[config.mk]
export PLATFORM = sky130hd
export DESIGN_NAME = gpio_apb_ctrl
export DESIGN_NICKNAME = d
export VERILOG_FILES = /design/src/rtl/gpio_apb_pkg.sv /design/src/rtl/gpio_sync.sv /design/src/rtl/gpio_debounce.sv /design/src/rtl/gpio_irq_unit.sv /design/src/rtl/gpio_apb_ctrl.sv
export SDC_FILE = /design/constraint.sdc
export NUM_CORES = 1
export LEC_CHECK = 0
export BUFFER_PORTS_ARGS = -buffer_cell sky130_fd_sc_hd__buf_2
export CELL_PAD_IN_SITES_DETAIL_PLACEMENT = 0
export CELL_PAD_IN_SITES_GLOBAL_PLACEMENT = 1
export CORE_MARGIN = 8
export CORE_UTILIZATION = 47
export DETAILED_ROUTE_END_ITERATION = 7
export PLACE_DENSITY_LB_ADDON = 0.1
export SYNTH_ARGS = -nofsm -noshare
export SYNTH_HDL_FRONTEND = slang
export SYNTH_HIERARCHICAL = 1
export SYNTH_SLANG_ARGS = --single-unit
[constraint.sdc]
create_clock -name pclk -period 3.5 [get_ports pclk]
set_input_delay 0.7 -clock pclk [delete_from_list [all_inputs] [get_ports pclk]]
set_output_delay 0.7 -clock pclk [all_outputs]
set_load 0.1 [all_outputs]
[src/rtl/gpio_apb_pkg.sv]
package gpio_apb_pkg;

  localparam int APB_AW    = 8;
  localparam int APB_DW    = 32;
  localparam int MAX_PORTS = 4;

  typedef enum logic [3:0] {
    REG_NONE, REG_DOUT, REG_DIR, REG_EXT, REG_INTEN, REG_MASK, REG_TYPE,
    REG_POL, REG_STAT, REG_RAW, REG_DEB, REG_EOI
  } reg_kind_e;

  typedef struct packed {
    reg_kind_e  kind;
    logic [1:0] port;
  } reg_sel_t;

  // Address decode; the port banks stride 0x0C, inputs stride 0x04.
  function automatic reg_sel_t decode_addr(input logic [APB_AW-1:0] addr,
                                           input bit alt, input int nports);
    reg_sel_t s;
    s.kind = REG_NONE;
    s.port = '0;
    for (int p = 0; p < MAX_PORTS; p++) begin
      if (p < nports) begin
        if (addr == APB_AW'(12 * p))      begin s.kind = REG_DOUT; s.port = 2'(p); end
        if (addr == APB_AW'(12 * p + 4))  begin s.kind = REG_DIR;  s.port = 2'(p); end
        if (addr == APB_AW'(80 + 4 * p))  begin s.kind = REG_EXT;  s.port = 2'(p); end
      end
    end
    if (!alt) begin
      case (addr)
        8'h30: s.kind = REG_INTEN;
        8'h34: s.kind = REG_MASK;
        8'h38: s.kind = REG_TYPE;
        8'h3C: s.kind = REG_POL;
        8'h40: s.kind = REG_STAT;
        8'h44: s.kind = REG_RAW;
        8'h48: s.kind = REG_DEB;
        8'h4C: s.kind = REG_EOI;
        default: ;
      endcase
    end else begin
      case (addr)
        8'h30: s.kind = REG_INTEN;
        8'h34: s.kind = REG_TYPE;
        8'h38: s.kind = REG_POL;
        8'h3C: s.kind = REG_STAT;
        8'h40: s.kind = REG_EOI;
        8'h44: s.kind = REG_MASK;
        8'h48: s.kind = REG_DEB;
        default: ;
      endcase
    end
    return s;
  endfunction

endpackage

[src/rtl/gpio_sync.sv]
module gpio_sync #(
  parameter int W = 32
) (
  input  logic         clk,
  input  logic         rst_n,
  input  logic [W-1:0] d,
  output logic [W-1:0] q
);
  logic [W-1:0] meta_q;
  logic [W-1:0] sync_q;

  always_ff @(posedge clk or negedge rst_n) begin
    if (!rst_n) begin
      meta_q <= '0;
      sync_q <= '0;
    end else begin
      meta_q <= d;
      sync_q <= meta_q;
    end
  end

  assign q = sync_q;
endmodule

[src/rtl/gpio_debounce.sv]
module gpio_debounce #(
  parameter int W = 32
) (
  input  logic         clk,
  input  logic         rst_n,
  input  logic [W-1:0] s,
  input  logic [W-1:0] db_en,
  output logic [W-1:0] q
);
  logic [W-1:0] hist1_q, hist2_q, filt_q;
  logic [W-1:0] steady, take;

  // A value is taken once it matches the two samples behind it.
  function automatic logic [W-1:0] steady_bits(input logic [W-1:0] a,
                                               input logic [W-1:0] b,
                                               input logic [W-1:0] c);
    return ~(a ^ b) & ~(b ^ c);
  endfunction

  assign steady = steady_bits(s, hist1_q, hist2_q);
  assign take   = ~db_en | steady;

  always_ff @(posedge clk or negedge rst_n) begin
    if (!rst_n) begin
      hist1_q <= '0;
      hist2_q <= '0;
      filt_q  <= '0;
    end else begin
      hist1_q <= s;
      hist2_q <= hist1_q;
      filt_q  <= (filt_q & ~take) | (s & take);
    end
  end

  assign q = (filt_q & db_en) | (s & ~db_en);
endmodule

[src/rtl/gpio_irq_unit.sv]
module gpio_irq_unit #(
  parameter int W = 32
) (
  input  logic         clk,
  input  logic         rst_n,
  input  logic [W-1:0] v,
  input  logic [W-1:0] en,
  input  logic [W-1:0] typ,
  input  logic [W-1:0] pol,
  input  logic [W-1:0] mask,
  input  logic [W-1:0] eoi_clr,
  output logic [W-1:0] edge_hit,
  output logic [W-1:0] edge_pend,
  output logic [W-1:0] raw,
  output logic [W-1:0] status,
  output logic         irq
);
  logic [W-1:0] prev_q, edge_q;

  function automatic logic [W-1:0] edge_events(input logic [W-1:0] cur,
                                               input logic [W-1:0] old,
                                               input logic [W-1:0] p);
    return (p & cur & ~old) | (~p & ~cur & old);
  endfunction

  function automatic logic [W-1:0] level_active(input logic [W-1:0] e,
                                                input logic [W-1:0] t,
                                                input logic [W-1:0] p,
                                                input logic [W-1:0] cur);
    return e & ~t & ~(cur ^ p);
  endfunction

  // A new edge outranks a clear on the same line.
  function automatic logic [W-1:0] next_pend(input logic [W-1:0] pend,
                                             input logic [W-1:0] hit,
                                             input logic [W-1:0] clr);
    return (pend & ~clr) | hit;
  endfunction

  assign edge_hit = en & typ & edge_events(v, prev_q, pol);

  always_ff @(posedge clk or negedge rst_n) begin
    if (!rst_n) begin
      prev_q <= '0;
      edge_q <= '0;
    end else begin
      prev_q <= v;
      edge_q <= next_pend(edge_q, edge_hit, eoi_clr) & en;
    end
  end

  assign edge_pend = edge_q;
  assign raw       = (edge_q & typ) | level_active(en, typ, pol, v);
  assign status    = raw & ~mask;
  assign irq       = |status;
endmodule

[src/rtl/gpio_apb_ctrl.sv]
module gpio_apb_ctrl
  import gpio_apb_pkg::*;
#(
  parameter int NUM_PORTS  = 4,
  parameter int PORT_WIDTH = 32,
  parameter bit ALT_MAP    = 1'b0
) (
  input  logic                            pclk,
  input  logic                            presetn,
  input  logic                            psel,
  input  logic                            penable,
  input  logic                            pwrite,
  input  logic [APB_AW-1:0]               paddr,
  input  logic [APB_DW-1:0]               pwdata,
  output logic [APB_DW-1:0]               prdata,
  input  logic [NUM_PORTS*PORT_WIDTH-1:0] pin_in,
  output logic [NUM_PORTS*PORT_WIDTH-1:0] pin_out,
  output logic [NUM_PORTS*PORT_WIDTH-1:0] pin_oe,
  output logic                            irq_o
);
  localparam int W = PORT_WIDTH;

  reg_sel_t     sel;
  logic         wr_en;
  logic [W-1:0] wdata;
  logic [W-1:0] dout_v [NUM_PORTS];
  logic [W-1:0] dir_v  [NUM_PORTS];
  logic [W-1:0] ext_s  [NUM_PORTS];

  logic [W-1:0] int_en_q, int_mask_q, int_type_q, int_pol_q, deb_q;
  logic [W-1:0] eoi_clr, port_a_v;
  logic [W-1:0] edge_hit, edge_pend, raw_status, int_status;
  logic [W-1:0] rd_w;

  assign sel   = decode_addr(paddr, ALT_MAP, NUM_PORTS);
  assign wr_en = psel & penable & pwrite;
  assign wdata = pwdata[W-1:0];

  for (genvar p = 0; p < NUM_PORTS; p++) begin : g_port
    logic [W-1:0] dout_q, dir_q;

    always_ff @(posedge pclk or negedge presetn) begin
      if (!presetn) begin
        dout_q <= '0;
        dir_q  <= '0;
      end else if (wr_en && sel.port == 2'(p)) begin
        if (sel.kind == REG_DOUT) dout_q <= wdata;
        if (sel.kind == REG_DIR)  dir_q  <= wdata;
      end
    end

    gpio_sync #(.W(W)) u_sync (
      .clk   (pclk),
      .rst_n (presetn),
      .d     (pin_in[p*W +: W]),
      .q     (ext_s[p])
    );

    assign dout_v[p]          = dout_q;
    assign dir_v[p]           = dir_q;
    assign pin_out[p*W +: W]  = dout_q;
    assign pin_oe[p*W +: W]   = dir_q;
  end

  always_ff @(posedge pclk or negedge presetn) begin
    if (!presetn) begin
      int_en_q   <= '0;
      int_mask_q <= '0;
      int_type_q <= '0;
      int_pol_q  <= '0;
      deb_q      <= '0;
    end else if (wr_en) begin
      case (sel.kind)
        REG_INTEN: int_en_q   <= wdata;
        REG_MASK:  int_mask_q <= wdata;
        REG_TYPE:  int_type_q <= wdata;
        REG_POL:   int_pol_q  <= wdata;
        REG_DEB:   deb_q      <= wdata;
        default: ;
      endcase
    end
  end

  assign eoi_clr = (wr_en && sel.kind == REG_EOI) ? wdata : '0;

  gpio_debounce #(.W(W)) u_deb (
    .clk   (pclk),
    .rst_n (presetn),
    .s     (ext_s[0]),
    .db_en (deb_q),
    .q     (port_a_v)
  );

  gpio_irq_unit #(.W(W)) u_irq (
    .clk       (pclk),
    .rst_n     (presetn),
    .v         (port_a_v),
    .en        (int_en_q),
    .typ       (int_type_q),
    .pol       (int_pol_q),
    .mask      (int_mask_q),
    .eoi_clr   (eoi_clr),
    .edge_hit  (edge_hit),
    .edge_pend (edge_pend),
    .raw       (raw_status),
    .status    (int_status),
    .irq       (irq_o)
  );

  always_comb begin
    rd_w = '0;
    case (sel.kind)
      REG_DOUT:  rd_w = dout_v[sel.port];
      REG_DIR:   rd_w = dir_v[sel.port];
      REG_EXT:   rd_w = ext_s[sel.port];
      REG_INTEN: rd_w = int_en_q;
      REG_MASK:  rd_w = int_mask_q;
      REG_TYPE:  rd_w = int_type_q;
      REG_POL:   rd_w = int_pol_q;
      REG_STAT:  rd_w = int_status;
      REG_RAW:   rd_w = raw_status;
      REG_DEB:   rd_w = deb_q;
      default:   rd_w = '0;
    endcase
    prdata         = '0;
    prdata[W-1:0]  = rd_w;
  end
endmodule

==> key figures <==
Status
  – Status: finished, violations left
  – Failing checks: setup timing

Layout
  – Layout cells sized above 1: between 40 and 50%
  – Fin util: between 60% and 70%
  – Non-filler cells, final: approximately 4700
  – Fin area: between 0.04 and 0.05 mm2
  – Most frequent cells in the layout: 818 x dfrtp_1, 421 x buf_2, 377 x mux2_2, 281 x buf_4, 197 x nand2_1
  – Commonest non-fill, non-tap cell in the layout: dfrtp_1
  – Area Overhead vs Synth: 36.2%
  – Final net count: 3865

Worst setup path
  – Critical path origin: paddr[2]
  – Crit Reg-Reg Startpoint: g_port[0].u_sync/q[15]$_DFF_PN0_
  – Worst path slowest cell: a222oi_1
  – CP endpoint kind: output pin
  – R2R cell count: 5
  – R2R setup slack: approximately 2.1 ns
  – CP Capture Point: prdata[9]
  – Most used cell, CP: buf_12
  – WP data required: between 2 and 3 ns
  – Crit path DAT: ~3.2 ns
  – Worst setup path category: in -> out
  – CP Cell Sequence: buf_12 -> buf_8 -> mux2i_4 -> o32ai_4 -> o21ai_4 -> buf_12 -> buf_6 -> a222oi_1 -> buf_4 -> o22ai_2 -> a221oi_2 -> nand3_4 -> buf_12
  – Worst path max stage delay: 0.55 ns
  – CP Launch Type: input port
  – Reg2Reg Capture Point: u_irq/edge_pend[15]$_DFF_PN0_
  – Critical-path maximum fanout: 8

Drt
  – DRC Markers: 0
  – Antenna viol nets, final: 0
  – WL/cell: ~30 um
  – Vias: roughly 28000
  – DR vias/cell: ~6
  – First-pass DRT Iterations: 6
  – Total wire length: between 100000 and 150000 um
  – Drt first-iter violations: between 2000 and 3000

Placement
  – HPWL after DPL: approximately 98000 um
  – Final GP Congestion: roughly 0.90
  – I/O Buffers: 461
  – Post-placement cell count: between 4000 and 5000
  – Post-DP Area: 0.0428 mm2

CTS
  – CTS sink count: around 830
  – Max Buffers Root-to-Sink: 3
  – TritonCTS clock tree: done
  – H-tree Lvls: 3
  – CTS clk-pin slew, worst paths: 0.06 ns
  – CTS Buf Count: approximately 90
  – Clock latency at the later pin of the worst-skew pair: around 0.66 ns
  – Root Buffer: clkbuf_16

Timing
  – F_max: ~260 MHz
  – Final Setup Violations: 33
  – Worst setup margin: -0.396 ns
  – Worst Tran Pin Value: 0.815 ns
  – Final period util: 111%
  – Unrepaired setup endpoints after global routing: yes
  – Worst Clk Skew: roughly 0.035 ns
  – Final Max Slew Viols: 0
  – Tmin final: 3.90 ns
  – Final Hold Fails: 0
  – Hold_ws: between 0.1 and 0.15 ns
  – Slew HR: 45.5%

Die
  – I/O pin cnt: about 460
  – Vert. Die Dim: around 290 um
  – Core area: between 0.07 and 0.08 mm2
  – Die footprint: approximately 0.085 mm2
  – Std-Cell Rows: a little over 100
  – Die Wd: 292 um
  – Initial core utilization: a little under half

Power
  – Power Dens Cells: between 400 and 500 mW/mm2
  – Worst VDD drop: 0.492 mV
  – Total power draw: between 20 and 25 mW
  – Leak pwr: around 23 nW

Global route
  – All-Layer GR Usage: between 30% and 40%
  – Met2 GRT Util: 49.4%
  – Vias in the first global route: 29077
  – First-pass GRT wire length: about 200000 um
  – Grt total ovfl: 0
  – GRT busiest layer: met2
  – Routing usage on met3: between 6 and 7%
  – Met1 Usage GRT: 44.9%
  – Largest net degree at the start of global routing: between 100 and 150
  – Initial antenna violation count: 4

Run
  – Max Cap Viol: 0

Yosys
  – Post-Synthesis Cells: about 2800
  – Post-synthesis cell area: between 0.03 and 0.04 mm2
  – Syn Area/Cell: between 10 and 15 um2
  – Syn_nets: slightly above 3000
  – Synth warnings: 6

Min path
  – Min-delay worst type: in -> reg
## stage by stage
stage	TNS, ns	worst slack (ns)
floorplan	-3.88	-0.910
global placement	-12.85	-0.631
detailed placement	-13.02	-0.623
CTS	-7.18	-0.369
global route	-10.47	-0.416
finish	-8.77	-0.396
## critical path, delay by kind of cell
family | cells | cell delay, ns
AOI/OAI and AO/OA | 5 | 1.20
buffers and inverters | 6 | 0.94
and+or+nand+nor | 1 | 0.15
muxes | 1 | 0.19
## how the worst min path moves through the flow
| stage | startpoint | cells past startpoint | endpoint |
|---|---|---|---|
| after detailed placement | g_port[0].u_sync/meta_q[16]$_DFF_PN0_ | 0 | g_port[0].u_sync/q[16]$_DFF_PN0_ |
| final | pin_in[61] | 1 | g_port[1].u_sync/meta_q[29]$_DFF_PN0_ |
| after floorplan | g_port[0].u_sync/meta_q[0]$_DFF_PN0_ | 0 | g_port[0].u_sync/q[0]$_DFF_PN0_ |
| after global routing | pin_in[50] | 1 | g_port[1].u_sync/meta_q[18]$_DFF_PN0_ |
| after global placement | g_port[1].u_sync/meta_q[23]$_DFF_PN0_ | 0 | g_port[1].u_sync/q[23]$_DFF_PN0_ |
| after CTS | pin_in[81] | 1 | g_port[2].u_sync/meta_q[17]$_DFF_PN0_ |
## cell type report
class	count	area, um2
sequential	832	20800
inverter	97	364
timing repair buffer	905	7790
antenna	2	5.00
fill	5781	27000
tap	978	1220
clock buffer	127	2610
multi-input combinational	1703	15100
clock inverter	39	648
## flip-flops by register name (all words and copies together) (netlist names), named ones only
signal                cells
u_irq/prev_q             32
g_port.dout_q           128
u_irq/edge_pend          32
int_mask_q               32
g_port.u_sync/q         128
g_port.dir_q            128
u_deb/hist1_q            32
g_port.u_sync/meta_q    128
deb_q                    32
int_en_q                 32
int_pol_q                32
int_type_q               32
u_deb/hist2_q            32
## metal layers
metal / routed length, um / share of wire (%)
met1: 60100 / 43
met2: 64000 / 46
met3: 9900 / 7.1
met4: 5500 / 3.9
met5: 0 / 0
## power breakdown
group	switching, mW	internal, mW
combinational	1.27	0.722
clock	4.05	6.27
sequential	0.208	9.91
total	5.52	16.9
## timing repair
action                     in CTS  in global routing
buffers inserted               84                 22
hold endpoints to repair        3                  0
pin swaps                     127                 71
gates resized for setup       258                 62
hold buffers                    1                  0
cloned                          7                  2
setup endpoints to repair      33                 33
Note: power is estimated with default switching activity, not from simulation.
